<file path="config.mk">
export PLATFORM = sky130hd
export DESIGN_NAME = hsdiv_reload_seq
export DESIGN_NICKNAME = d
export VERILOG_FILES = /design/src/rtl/hsdiv_pkg.sv /design/src/rtl/hsdiv_bus_wait.sv /design/src/rtl/hsdiv_step_fsm.sv /design/src/rtl/hsdiv_access_gen.sv /design/src/rtl/hsdiv_reload_seq.sv
export SDC_FILE = /design/constraint.sdc
export NUM_CORES = 1
export LEC_CHECK = 0
export ABC_AREA = 1
export BUFFER_PORTS_ARGS = -buffer_cell sky130_fd_sc_hd__clkbuf_2
export CORE_ASPECT_RATIO = 0.75
export CORE_MARGIN = 3
export CORE_UTILIZATION = 35
export DETAILED_ROUTE_END_ITERATION = 10
export GPL_TIMING_DRIVEN = 0
export SYNTH_ARGS = -nofsm -noshare
export SYNTH_HDL_FRONTEND = slang
export SYNTH_SLANG_ARGS = --single-unit
</file>
<file path="constraint.sdc">
create_clock -name clk_i -period 1.9 [get_ports clk_i]
set_clock_uncertainty 0.15 [all_clocks]
set_input_delay 0.19 -clock clk_i [delete_from_list [all_inputs] [get_ports clk_i]]
set_output_delay 0.19 -clock clk_i [all_outputs]
set_load 0.01 [all_outputs]
</file>
<file path="src/rtl/hsdiv_pkg.sv">
package hsdiv_pkg;
  typedef enum logic [3:0] {
    ST_IDLE, ST_FRD, ST_FWR, ST_IRD, ST_IWR, ST_PRD, ST_PSET, ST_PCLR,
    ST_DRD, ST_DSCR, ST_DTGT, ST_RFRD, ST_RFWR, ST_RIRD, ST_RIWR, ST_DONE
  } step_e;

  function automatic logic step_is_rd(step_e s);
    return (s == ST_FRD) || (s == ST_IRD) || (s == ST_PRD) || (s == ST_DRD) ||
           (s == ST_RFRD) || (s == ST_RIRD);
  endfunction
endpackage

</file>
<file path="src/rtl/hsdiv_bus_wait.sv">
module hsdiv_bus_wait #(
  parameter int TO_CYC = 16
) (
  input  logic clk_i,
  input  logic rst_ni,
  input  logic req_i,
  input  logic ack_i,
  output logic to_o
);
  localparam int CW = $clog2(TO_CYC + 1);
  logic [CW-1:0] cnt_q;

  // ack in the limit cycle wins over timeout
  assign to_o = req_i && !ack_i && (cnt_q == CW'(TO_CYC));

  always_ff @(posedge clk_i or negedge rst_ni) begin
    if (!rst_ni)                       cnt_q <= '0;
    else if (!req_i || ack_i || to_o)  cnt_q <= '0;
    else                               cnt_q <= cnt_q + 1'b1;
  end
endmodule

</file>
<file path="src/rtl/hsdiv_step_fsm.sv">
module hsdiv_step_fsm
  import hsdiv_pkg::*;
(
  input  logic  clk_i,
  input  logic  rst_ni,
  input  logic  start_i,
  input  logic  chan_ok_i,
  input  logic  ack_i,
  input  logic  to_i,
  output step_e step_o,
  output logic  load_o,
  output logic  busy_o,
  output logic  done_o,
  output logic  err_o
);
  step_e step_q, step_d;
  logic  err_q;

  assign load_o = (step_q == ST_IDLE) && start_i && chan_ok_i;

  always_comb begin
    step_d = step_q;
    case (step_q)
      ST_IDLE: if (load_o) step_d = ST_FRD;
      ST_DONE: step_d = ST_IDLE;
      default: begin
        if (ack_i)     step_d = step_e'(step_q + 4'd1);
        else if (to_i) step_d = (step_q < ST_RFRD) ? ST_RFRD :
                                (step_q < ST_RIRD) ? ST_RIRD : ST_DONE;
      end
    endcase
  end

  always_ff @(posedge clk_i or negedge rst_ni) begin
    if (!rst_ni) begin
      step_q <= ST_IDLE;
      err_q  <= 1'b0;
    end else begin
      step_q <= step_d;
      if (load_o)    err_q <= 1'b0;
      else if (to_i) err_q <= 1'b1;
    end
  end

  assign step_o = step_q;
  assign busy_o = (step_q != ST_IDLE);
  assign done_o = (step_q == ST_DONE);
  assign err_o  = done_o && err_q;
endmodule

</file>
<file path="src/rtl/hsdiv_access_gen.sv">
module hsdiv_access_gen
  import hsdiv_pkg::*;
#(
  parameter int          N_CH      = 6,
  parameter int          CH_W      = 3,
  parameter int          AW        = 8,
  parameter int          DW        = 32,
  parameter int          DIV_W     = 5,
  parameter logic [7:0]  FCLK_ADDR = 8'h00,
  parameter logic [7:0]  ICLK_ADDR = 8'h01,
  parameter logic [7:0]  PD_A_ADDR = 8'h02,
  parameter logic [7:0]  PD_B_ADDR = 8'h03,
  parameter logic [7:0]  DIV_BASE  = 8'h10,
  parameter int          PD_A_BIT  = 12,
  parameter int          PD_B_LO   = 26
) (
  input  step_e             step_i,
  input  logic [CH_W-1:0]   chan_i,
  input  logic [DIV_W-1:0]  tgt_i,
  input  logic [DW-1:0]     rd_i,
  input  logic              f_save_i,
  input  logic              i_save_i,
  output logic              req_o,
  output logic              we_o,
  output logic [AW-1:0]     addr_o,
  output logic [DW-1:0]     wdata_o,
  output logic [DW-1:0]     ck_mask_o
);
  localparam int NT = 2 ** CH_W;

  logic [DW-1:0] pd_tab  [NT];
  logic [DW-1:0] ck_tab  [NT];
  logic [AW-1:0] pda_tab [NT];
  logic [AW-1:0] dva_tab [NT];

  for (genvar c = 0; c < NT; c++) begin : g_ch
    if (c < N_CH) begin : g_on
      localparam int PB = (c == 0) ? PD_A_BIT : PD_B_LO + c - 1;
      assign pd_tab[c]  = DW'(1) << PB;
      assign ck_tab[c]  = DW'(1) << c;
      assign pda_tab[c] = (c == 0) ? AW'(PD_A_ADDR) : AW'(PD_B_ADDR);
      assign dva_tab[c] = AW'(DIV_BASE) + AW'(c);
    end else begin : g_off
      assign pd_tab[c]  = '0;
      assign ck_tab[c]  = '0;
      assign pda_tab[c] = '0;
      assign dva_tab[c] = '0;
    end
  end

  logic [DW-1:0]    pd_m, ck_m;
  logic [DIV_W-1:0] scr;

  assign pd_m      = pd_tab[chan_i];
  assign ck_m      = ck_tab[chan_i];
  assign ck_mask_o = ck_m;

  always_comb begin
    scr = tgt_i ^ DIV_W'(1);
    if (scr == '0) scr = DIV_W'(2);
  end

  assign req_o = (step_i != ST_IDLE) && (step_i != ST_DONE);
  assign we_o  = req_o && !step_is_rd(step_i);

  always_comb begin
    addr_o  = '0;
    wdata_o = '0;
    case (step_i)
      ST_FRD, ST_RFRD: addr_o = AW'(FCLK_ADDR);
      ST_IRD, ST_RIRD: addr_o = AW'(ICLK_ADDR);
      ST_FWR:  begin addr_o = AW'(FCLK_ADDR); wdata_o = rd_i & ~ck_m; end
      ST_IWR:  begin addr_o = AW'(ICLK_ADDR); wdata_o = rd_i & ~ck_m; end
      ST_PRD:  addr_o = pda_tab[chan_i];
      ST_PSET: begin addr_o = pda_tab[chan_i]; wdata_o = rd_i | pd_m; end
      ST_PCLR: begin addr_o = pda_tab[chan_i]; wdata_o = rd_i & ~pd_m; end
      ST_DRD:  addr_o = dva_tab[chan_i];
      ST_DSCR: begin addr_o = dva_tab[chan_i]; wdata_o = {rd_i[DW-1:DIV_W], scr}; end
      ST_DTGT: begin addr_o = dva_tab[chan_i]; wdata_o = {rd_i[DW-1:DIV_W], tgt_i}; end
      ST_RFWR: begin addr_o = AW'(FCLK_ADDR); wdata_o = rd_i | (f_save_i ? ck_m : '0); end
      ST_RIWR: begin addr_o = AW'(ICLK_ADDR); wdata_o = rd_i | (i_save_i ? ck_m : '0); end
      default: ;
    endcase
  end
endmodule

</file>
<file path="src/rtl/hsdiv_reload_seq.sv">
module hsdiv_reload_seq
  import hsdiv_pkg::*;
#(
  parameter int          N_CH      = 6,
  parameter int          AW        = 8,
  parameter int          DW        = 32,
  parameter int          DIV_W     = 5,
  parameter int          TO_CYC    = 16,
  parameter logic [7:0]  FCLK_ADDR = 8'h00,
  parameter logic [7:0]  ICLK_ADDR = 8'h01,
  parameter logic [7:0]  PD_A_ADDR = 8'h02,
  parameter logic [7:0]  PD_B_ADDR = 8'h03,
  parameter logic [7:0]  DIV_BASE  = 8'h10,
  parameter int          PD_A_BIT  = 12,
  parameter int          PD_B_LO   = 26,
  localparam int         CH_W      = (N_CH > 1) ? $clog2(N_CH) : 1
) (
  input  logic             clk_i,
  input  logic             rst_ni,
  input  logic             start_i,
  input  logic [CH_W-1:0]  chan_i,
  input  logic [DIV_W-1:0] target_i,
  output logic             busy_o,
  output logic             done_o,
  output logic             err_o,
  output logic             bus_req_o,
  output logic             bus_we_o,
  output logic [AW-1:0]    bus_addr_o,
  output logic [DW-1:0]    bus_wdata_o,
  input  logic [DW-1:0]    bus_rdata_i,
  input  logic             bus_ack_i
);
  step_e            step;
  logic             load, to_hit, chan_ok;
  logic [CH_W-1:0]  chan_q;
  logic [DIV_W-1:0] tgt_q;
  logic [DW-1:0]    rd_q, ck_mask;
  logic             f_save_q, i_save_q;

  assign chan_ok = (32'(chan_i) < N_CH);

  hsdiv_step_fsm u_fsm (
    .clk_i, .rst_ni, .start_i, .chan_ok_i(chan_ok), .ack_i(bus_ack_i), .to_i(to_hit),
    .step_o(step), .load_o(load), .busy_o, .done_o, .err_o
  );

  hsdiv_bus_wait #(.TO_CYC(TO_CYC)) u_wait (
    .clk_i, .rst_ni, .req_i(bus_req_o), .ack_i(bus_ack_i), .to_o(to_hit)
  );

  hsdiv_access_gen #(
    .N_CH(N_CH), .CH_W(CH_W), .AW(AW), .DW(DW), .DIV_W(DIV_W),
    .FCLK_ADDR(FCLK_ADDR), .ICLK_ADDR(ICLK_ADDR), .PD_A_ADDR(PD_A_ADDR),
    .PD_B_ADDR(PD_B_ADDR), .DIV_BASE(DIV_BASE), .PD_A_BIT(PD_A_BIT), .PD_B_LO(PD_B_LO)
  ) u_gen (
    .step_i(step), .chan_i(chan_q), .tgt_i(tgt_q), .rd_i(rd_q),
    .f_save_i(f_save_q), .i_save_i(i_save_q),
    .req_o(bus_req_o), .we_o(bus_we_o), .addr_o(bus_addr_o), .wdata_o(bus_wdata_o),
    .ck_mask_o(ck_mask)
  );

  always_ff @(posedge clk_i or negedge rst_ni) begin
    if (!rst_ni) begin
      chan_q   <= '0;
      tgt_q    <= '0;
      rd_q     <= '0;
      f_save_q <= 1'b0;
      i_save_q <= 1'b0;
    end else if (load) begin
      chan_q   <= chan_i;
      tgt_q    <= target_i;
      f_save_q <= 1'b0;
      i_save_q <= 1'b0;
    end else if (bus_ack_i && bus_req_o && !bus_we_o) begin
      rd_q <= bus_rdata_i;
      if (step == ST_FRD) f_save_q <= |(bus_rdata_i & ck_mask);
      if (step == ST_IRD) i_save_q <= |(bus_rdata_i & ck_mask);
    end
  end
endmodule

</file>
==> impl_metrics.py, run 1 <==
metrics = {
    "worst_setup_path": {
        "crit_fanout": 5,
        "required_ns": 1.56,
        "ff2ff_setup_slack_ns": -0.35,
        "cp.arrival_ns": 2.08,
        "start_kind": "register",
        "end_kind": "output port",
        "path_class": "reg -> out",
    },
    "synthesis": {
        "synth_cell_types": 31,
        "synthCells": 429,
        "syn_area_mm2": 0.00327,
        "seq_area_frac_synth_pct": 39.7,
        "synth-async-reset-ratio_pct": 100,
        "avgSynthCellArea_um2": 7.63,
        "ys_warn_count": 0,
        "synth_edf_count": 0,
        "ys.flop_type": "dfrtp_1",
        "ys_seq_elements": 52,
    },
    "timing": {
        "timing.hold.ws_ns": 0.00530,
        "fin_crit_sh_pct": 127,
        "rsz0062_at_grt": "true",
        "finalCriticalPeriod_ns": 2.42,
        "layout_setup_ws_ns": -0.519,
        "slew_viol_final": 0,
        "setup_viol": 77,
        "hold_viol_final": 0,
        "tns_ns": -26.35,
        "fmax_ghz": 0.413,
    },
    "clocking": {
        "clock_latency_ns": 0.29,
        "numCtsBuffers": 5,
        "htree_levels": 2,
        "clk_pin_slew_ns": 0.07,
        "cts_buffer_depth": 2,
        "cts_tree": "yes",
        "clock-root-buffer": "clkbuf_16",
        "cts_sinks": 52,
    },
    "route": {
        "ant_nets": 0,
        "drt-total-wl_um": 12100,
        "wl_per_cell_um": 16.0,
        "drt_iter0_markers": 355,
        "first_pass_iters": 6,
        "drc": 0,
        "drt-vias-per-instance": 4.96,
        "num_vias": 3747,
    },
    "layout": {
        "area_growth_pct": 73.7,
        "num_antenna_cells": 0,
        "post-route-util_pct": 64.8,
        "layout_commonest_cell": "nand2_1",
        "layout_common_cells": "nand2_1 (106), inv_1 (52), clkbuf_2 (52)",
        "nFillCells": 671,
        "fin_nets": 681,
        "drive_gt1_share_pct": 45.9,
    },
    "global_routing": {
        "antenna_found_initial": 0,
        "grt_pass1_wl_um": 16900,
        "grt_max_degree": 53,
        "grt_pass1_vias": 3485,
        "overflow": 0,
        "track_usage_pct": 19.2,
    },
    "status": {
        "violations": "setup timing",
        "status": "finished, violations left",
    },
    "die": {
        "io_pins": 89,
        "start_util_pct": 37.3,
        "fp.coreArea_mm2": 0.00878,
        "fp.dieH_um": 89.8,
        "dieWidth_um": 118,
        "rows": 29,
        "die-area_mm2": 0.0106,
    },
    "power": {
        "ir_worst_vdd_mv": 0.956,
        "power_density_mw_per_mm2": 1910,
        "total_leakage_power_nw": 2.82,
    },
    "job": {
        "maxCapViolCount": 0,
    },
    "place": {
        "gp_congestion": 0.929,
        "dp_hpwl_um": 6710,
        "preCtsSetupSlack_ns": -0.297,
        "port_buffers": 84,
    },
    "min_path": {
        "hp-class": "in -> reg",
    },
}
-- where the power goes --
group / internal [W] / switching (W)
Sequential: 0.00162 / 0.000323
Combinational: 0.00372 / 0.00418
Clock: 0.000620 / 0.000416
Total: 0.00596 / 0.00492
-- sequential cells by signal (all words and copies together), names as in the netlist --
register      cells
u_wait.cnt_q      5
tgt_q             5
rd_q             32
f_save_q          1
u_fsm.step_o      4
u_fsm.err_q       1
i_save_q          1
chan_q            3
-- cell usage after synthesis (2+ instances only) --
master | instances | area [um2]
inv_1 | 59 | 221
a22oi_1 | 2 | 15.0
o21ai_1 | 32 | 160
ha_1 | 6 | 75.1
nor2_1 | 28 | 105
nand3_1 | 15 | 75.1
nor2_2 | 3 | 18.8
a21oi_1 | 14 | 70.1
buf_4 | 7 | 52.6
nand2_2 | 5 | 31.3
inv_2 | 8 | 30.0
nand2_1 | 123 | 462
inv_4 | 3 | 18.8
o21ai_0 | 24 | 120
nand2_4 | 2 | 22.5
nand4_1 | 2 | 12.5
nor2_4 | 25 | 282
dfrtp_1 | 52 | 1300
buf_6 | 4 | 45.0
buf_12 | 2 | 40.0
xor2_1 | 2 | 17.5
nor3_1 | 2 | 10.0
-- routing by layer --
layer	vias up	track usage, %	share of wire (%)
li1	1721	-	-
met4	0	3.80	3.5
met5	-	0	0
met3	59	3.89	8.2
met1	1741	26.0	42
met2	226	32.2	47
-- worst paths after layout --
kind                            startpoint             end  cells past startpoint
setup / recovery           u_fsm.step_o[1]  bus_wdata_o[6]                     12
setup reg to reg           u_fsm.step_o[0]        rd_q[28]                     14
hold reg to reg                    rd_q[1]         rd_q[1]                      2
min in group asynchronous           rst_ni        tgt_q[4]                      2
max in group asynchronous           rst_ni        rd_q[10]                      3
hold / removal                   chan_i[1]       chan_q[1]                      3
-- stage by stage --
stage                     area (um2)  total power (W)  cells
final                           5690           0.0109    756
after global routing            5690           0.0115    756
after CTS                       5030          0.00911    726
after detailed placement        3870          0.00649    640
after global placement          3870          0.00642    640
after floorplan                 3290          0.00520    432
-- logic make-up after synthesis --
kind of cell,synth area share (%)
and+or+nand+nor,32.3
buffers and inverters,12.6
AOI/OAI and AO/OA,12.2
DFF,39.7
adders and majority gates,2.29
xor gates and xnor gates,0.803
other,0.115
-- critical path: stages (launching register included) --
cell     delay, ns
dfrtp_2       0.42
inv_2         0.08
ha_4          0.19
buf_4         0.15
nand2_4       0.08
nand2_4       0.06
nor2_4        0.22
nand2_8       0.09
inv_8         0.08
buf_12        0.11
buf_12        0.14
nor2_4        0.04
buf_6         0.11
-- final cells by class --
type                       instances  area, um2  share of cell area, %
inverter                          70        298                   5.23
tap                              124        155                   2.73
sequential                        52       1300                   22.9
clock inverter                     3       42.5                  0.748
buffer                            13        160                   2.82
timing repair inverter             1       8.76                  0.154
clock buffer                       5        125                   2.20
timing repair buffer             192       1690                   29.7
multi-input combinational        296       1910                   33.5
-- timing repair --
action	in CTS	in global routing
resized for setup	82	119
buffers inserted	37	29
pin swaps	26	27
setup endpoints to repair	82	83
cloned	4	4
hold buffers	37	1
endpoints found under the hold margin	37	13
Power figures use the tool's default switching activity.
==> run 2, diff against run 1 <==
MAX_ROUTING_LAYER = met4   (was unset)
SKIP_LAST_GASP = 1   (was unset)
==> impl_metrics.py, run 2 (synthesis results as in run 1) <==
metrics = {
    "worst_setup_path": {
        "crit_family": "buffers and inverters",
        "slowest_delay_ns": 0.42,
        "slowest_stage": "dfrtp_2",
        "start_kind": "register",
        "cp.arrival_ns": 2.15,
        "required_ns": 1.56,
        "r2r-start": "u_fsm.step_o[0]",
        "crit_fanout": 5,
        "end_kind": "output port",
        "startpoint": "u_fsm.step_o[1]",
        "path_class": "reg -> out",
        "crit_chain": "inv_2 > ha_4 > buf_4 > nand2_4 > nand2_4 > nor2_4 > buf_4 > nor2_2 > a21oi_1 > nand2_2 > buf_2",
        "path_buf_inv": 4,
    },
    "route": {
        "drt-vias-per-instance": 4.95,
        "drc": 0,
        "wl_met2_um": 5790,
        "wl_per_cell_um": 16.1,
        "met1_length_um": 5040,
        "top_layer": "met4",
        "drt-total-wl_um": 12200,
        "drt_iter0_markers": 403,
        "ant_nets": 0,
        "num_vias": 3747,
        "dr_wl_met3_um": 1010,
        "first_pass_iters": 5,
    },
    "global_routing": {
        "overflow": 0,
        "grt_pass1_wl_um": 16800,
        "track_usage_pct": 19.8,
        "grt_pass1_vias": 3483,
        "antenna_found_initial": 0,
        "grt_max_degree": 53,
    },
    "place": {
        "dp_hpwl_um": 6710,
        "gp_congestion": 0.945,
        "port_buffers": 84,
        "preCtsSetupSlack_ns": -0.297,
    },
    "layout": {
        "drive_gt1_share_pct": 44.5,
        "post-route-util_pct": 64.5,
        "fin_nets": 682,
        "regMostFlops": "rd_q",
        "reg_top3": "rd_q: 32 flops, tgt_q: 5 flops, u_wait.cnt_q: 5 flops",
        "largest_reg_flops": 32,
        "area_growth_pct": 73.0,
        "layout_common_cells": "nand2_1 (106), inv_1 (52), clkbuf_2 (52)",
        "layout_commonest_cell": "nand2_1",
        "num_antenna_cells": 0,
    },
    "min_path": {
        "hp-class": "in -> reg",
        "hp-start": "chan_i[1]",
    },
    "status": {
        "status": "finished, violations left",
        "violations": "setup timing",
    },
    "timing": {
        "slew_viol_final": 0,
        "fin_crit_sh_pct": 131,
        "timing.hold.ws_ns": 0.00161,
        "rsz0062_at_grt": "true",
        "setup_viol": 78,
        "hold_viol_final": 0,
        "finalCriticalPeriod_ns": 2.49,
        "tns_ns": -26.79,
        "layout_setup_ws_ns": -0.587,
        "fmax_ghz": 0.402,
    },
    "power": {
        "total_leakage_power_nw": 2.81,
        "power_density_mw_per_mm2": 1910,
        "ir_worst_vdd_mv": 0.922,
        "finalPower_w": 0.0108,
    },
    "clocking": {
        "clock_latency_ns": 0.29,
        "clock-root-buffer": "clkbuf_16",
        "clk_pin_slew_ns": 0.07,
        "htree_levels": 2,
        "cts_sinks": 52,
        "numCtsBuffers": 5,
        "cts_buffer_depth": 2,
        "cts_tree": "yes",
    },
    "job": {
        "maxCapViolCount": 0,
    },
    "die": {
        "io_pins": 89,
        "dieWidth_um": 118,
        "fp.coreArea_mm2": 0.00878,
        "die-area_mm2": 0.0106,
        "start_util_pct": 37.3,
        "fp.dieH_um": 89.8,
        "rows": 29,
    },
}
-- run 2: cell types whose count changed in the layout (fill, tap and decap cells not counted), sizes merged --
cell,previous run,this run
dlygate4sd3,38,39
-- run 2: final timing paths --
path / end / slack, ns / cells past startpoint
worst max register to register: rd_q[28] / -0.34 / 14
worst min-delay path: chan_q[1] / 0.002 / 3
worst max-delay path: bus_wdata_o[0] / -0.59 / 11
max in group asynchronous: rd_q[10] / 0.90 / 3
worst min register to register: rd_q[1] / 0.33 / 2
min in group asynchronous: tgt_q[4] / 0.18 / 2
-- run 2: report_power, final --
part / internal, W / leakage [nW] / total, W / switching, W
Clock: 0.000620 / 0.0798 / 0.00104 / 0.000423
Sequential: 0.00162 / 0.647 / 0.00194 / 0.000319
Combinational: 0.00369 / 2.09 / 0.00784 / 0.00416
Total: 0.00593 / 2.81 / 0.0108 / 0.00490
-- run 2: layout make-up --
cell class / instances / area (um2)
flip-flops and latches: 52 / 1300
inverters: 70 / 298
clock inverters: 3 / 42.5
plain buffers: 13 / 160
fillers: 680 / 3120
repair inverters: 1 / 8.76
clock buffers: 5 / 125
well taps: 124 / 155
multi-input cells: 296 / 1880
repair buffers: 193 / 1690
-- run 2: worst register-to-register path: cells and delay by family (launching register included) --
| kind | cells | cell delay [ns] |
|---|---|---|
| adder cells (fa/ha/maj) | 1 | 0.17 |
| buffers and inverters | 7 | 0.89 |
| flip-flops | 1 | 0.41 |
| AO/OA/AOI/OAI | 1 | 0.07 |
| AND/OR/NAND/NOR | 5 | 0.45 |
-- run 2: layer usage --
metal  track usage, %  up-vias
met5                -        -
met1             26.2     1761
met2             32.1      217
li1                 -     1722
met3             4.08       47
met4             3.22        0
-- run 2: through the flow --
| step | cells | area [um2] |
|---|---|---|
| 2_1_floorplan | 432 | 3290 |
| 3_3_place_gp | 640 | 3870 |
| 3_5_place_dp | 640 | 3870 |
| 4_1_cts | 726 | 5030 |
| 5_1_grt | 757 | 5660 |
| 6_report | 757 | 5660 |
-- run 2: what timing repair did --
action	4_1_cts	5_1_grt
gates cloned	4	4
hold buffers	37	2
setup endpoints to repair	82	83
endpoints found under the hold margin	37	14
buffers inserted	37	29
pin swaps	26	27
gates resized for setup	81	110
==> run 3, diff against run 2 <==
GPL_TIMING_DRIVEN = unset   (was 0)
SYNTH_HIERARCHICAL = 1   (was unset)
==> impl_metrics.py, run 3 <==
metrics = {
    "status": {
        "status": "finished, violations left",
        "violations": "setup timing",
    },
    "synthesis": {
        "yosys.area_share.adder_pct": 1.62,
        "yosysTopAreaCell": "dfrtp_1",
        "synth_edf_count": 0,
        "synth_compound_gate_area_share_pct": 10.9,
        "ys_warn_count": 6,
        "synthTopCellsByCount": "nand2_1 (170), inv_1 (102), nor2_1 (55)",
        "synth_xor_area_share_pct": 0.227,
        "synthCells": 557,
        "syn_area_mm2": 0.00385,
        "synth_simple_gate_area_share_pct": 31.9,
        "avgSynthCellArea_um2": 6.92,
        "synth.area.top_cells": "dfrtp_1 (34%), nand2_1 (17%), inv_1 (9.9%), o21ai_2 (7.3%), buf_4 (6.0%)",
        "ys.flop_type": "dfrtp_1",
        "synth-async-reset-ratio_pct": 100,
        "synthMuxAreaShare_pct": 2.34,
        "synth_top_area_share_pct": 33.8,
        "synth.most_common_cell": "nand2_1",
        "ys_seq_elements": 52,
        "synth_top_family_by_area": "simple AND/OR/NAND/NOR gates",
        "seq_area_frac_synth_pct": 33.8,
        "synth_cell_types": 28,
    },
    "power": {
        "p_int_w": 0.00532,
        "swShare_pct": 46.1,
        "power_switching_w": 0.00455,
        "seq_power_share_pct": 22.7,
        "ir_worst_vdd_mv": 0.760,
        "p_comb_share_pct": 67.7,
        "power_density_mw_per_mm2": 1660,
        "total_leakage_power_nw": 3.33,
        "p_clk_share_pct": 9.6,
    },
    "clocking": {
        "htree_levels": 2,
        "cts_buffer_depth": 2,
        "clock-root-buffer": "clkbuf_16",
        "cts_tree": "yes",
        "cts_sinks": 52,
        "clk_pin_slew_ns": 0.07,
        "numCtsBuffers": 5,
        "clock_latency_ns": 0.29,
    },
    "die": {
        "io_pins": 89,
        "dieWidth_um": 127,
        "rows": 32,
        "fp.dieH_um": 96.9,
        "start_util_pct": 36.7,
        "fp.coreArea_mm2": 0.0105,
        "die-area_mm2": 0.0123,
    },
    "layout": {
        "num_antenna_cells": 0,
        "regMostFlops": "rd_q",
        "fin_nets": 779,
        "post-route-util_pct": 56.5,
        "layout_common_cells": "nand2_1 (121), inv_1 (96), clkbuf_2 (80)",
        "drive_gt1_share_pct": 42.4,
        "largest_reg_flops": 32,
        "reg_top3": "rd_q: 32 flops, tgt_q: 5 flops, u_wait/cnt_q: 5 flops",
        "final_cells": 867,
        "layout_commonest_cell": "nand2_1",
        "area_growth_pct": 53.9,
    },
    "min_path": {
        "hp-class": "in -> reg",
        "holdPathStages": 3,
    },
    "worst_setup_path": {
        "end_kind": "register",
        "reg2regPathDepth": 12,
        "required_ns": 1.93,
        "cp.arrival_ns": 2.15,
        "crit_fanout": 8,
        "start_kind": "register",
        "path_class": "reg -> reg",
    },
    "timing": {
        "fmax_ghz": 0.474,
        "layout_setup_ws_ns": -0.212,
        "slew_headroom_pct": 62.2,
        "hold_viol_final": 0,
        "finalCriticalPeriod_ns": 2.11,
        "rsz0062_at_grt": "true",
        "timing.hold.ws_ns": 0.00502,
        "tns_ns": -9.73,
        "fin_crit_sh_pct": 111,
        "slew_viol_final": 0,
        "setup_viol": 68,
        "worstMarginPinSlew_ns": 0.567,
    },
    "global_routing": {
        "grt_max_degree": 34,
        "antenna_found_initial": 0,
        "overflow": 0,
        "grt_pass1_vias": 3812,
        "grt_pass1_wl_um": 18000,
        "track_usage_pct": 18.3,
    },
    "route": {
        "num_vias": 3871,
        "drt-vias-per-instance": 4.46,
        "drt_iter0_markers": 264,
        "first_pass_iters": 4,
        "wl_per_cell_um": 13.0,
        "ant_nets": 0,
        "drt-total-wl_um": 11300,
        "drc": 0,
    },
    "job": {
        "maxCapViolCount": 0,
    },
    "place": {
        "gp_congestion": 0.914,
        "dp_hpwl_um": 7470,
        "place_inst": 799,
        "port_buffers": 84,
    },
}
==> run 3: area by class of cell <==
type | count | area (um2)
Inverter | 106 | 408
Fill cell | 963 | 4560
Sequential cell | 52 | 1310
Timing Repair Buffer | 178 | 1510
Clock inverter | 1 | 7.51
Clock buffer | 7 | 143
Multi-Input combinational cell | 387 | 2390
Tap cell | 136 | 170
==> run 3: path summary, 6_finish.rpt <==
check	from	end	slack (ns)
min in group asynchronous	rst_ni	chan_q[1]	0.28
min	bus_rdata_i[13]	rd_q[13]	0.005
min reg2reg	u_wait/cnt_q[0]	u_wait/cnt_q[0]	0.36
max	u_fsm/step_o[2]	rd_q[6]	-0.21
max in group asynchronous	rst_ni	u_fsm/step_o[2]	0.74
max reg2reg	u_fsm/step_o[2]	rd_q[6]	-0.21
==> run 3: what timing repair did <==
| action | 4_1_cts | 5_1_grt |
|---|---|---|
| hold endpoints to repair | 54 | 0 |
| hold buffers | 36 | 0 |
| buffers inserted | 10 | 7 |
| cloned | 3 | 5 |
| setup endpoints to repair | 80 | 85 |
| pin swaps | 16 | 16 |
| gates resized for setup | 61 | 107 |
==> run 3: cells by family (layout without fill, tap and decap cells) <==
family,after synthesis,after routing
xor gates and xnor gates,1,1
buffers and inverters,147,292
other,1,30
adders and majority gates,5,5
DFF,52,52
muxes,8,8
AOI/OAI and AO/OA,58,58
and+or+nand+nor,285,285
==> run 3: worst max-delay path, cell delays in order, from the launching register on <==
cell and delay [ns]:
dfrtp_2 0.48, inv_4 0.10, nor2_4 0.04, nand2_2 0.08, nand2_4 0.06, nor2_4 0.18, inv_4 0.05, nand3b_4 0.15
or2_4 0.26, buf_12 0.16, clkbuf_16 0.19, nand2_4 0.06, o21ai_2 0.04
==> run 3: per-stage QoR <==
step / instance area, um2 / setup slack (ns) / total power (W)
2_1_floorplan: 4000 / -0.294 / 0.00512
3_3_place_gp: 4530 / -0.127 / 0.00650
3_5_place_dp: 4530 / -0.168 / 0.00658
4_1_cts: 5390 / -0.160 / 0.00850
5_1_grt: 5930 / -0.315 / 0.0106
6_report: 5930 / -0.212 / 0.00987
==> run 3: metal layers <==
| metal | GRT usage (%) | vias up | part of all wire [%] |
|---|---|---|---|
| met2 | 27.4 | 122 | 45 |
| met4 | 5.85 | 0 | 2.4 |
| li1 | - | 1972 | - |
| met3 | 2.70 | 23 | 5.7 |
| met5 | - | - | 0 |
| met1 | 25.6 | 1754 | 47 |
==> run 3: power groups by stage <==
stage                     clock network [W]  logic (W)  registers, W
after floorplan                           0    0.00314       0.00198
after global placement                    0    0.00445       0.00205
after detailed placement                  0    0.00452       0.00206
after CTS                          0.000974    0.00547       0.00206
after global routing                0.00103    0.00728       0.00231
final                              0.000947    0.00668       0.00224
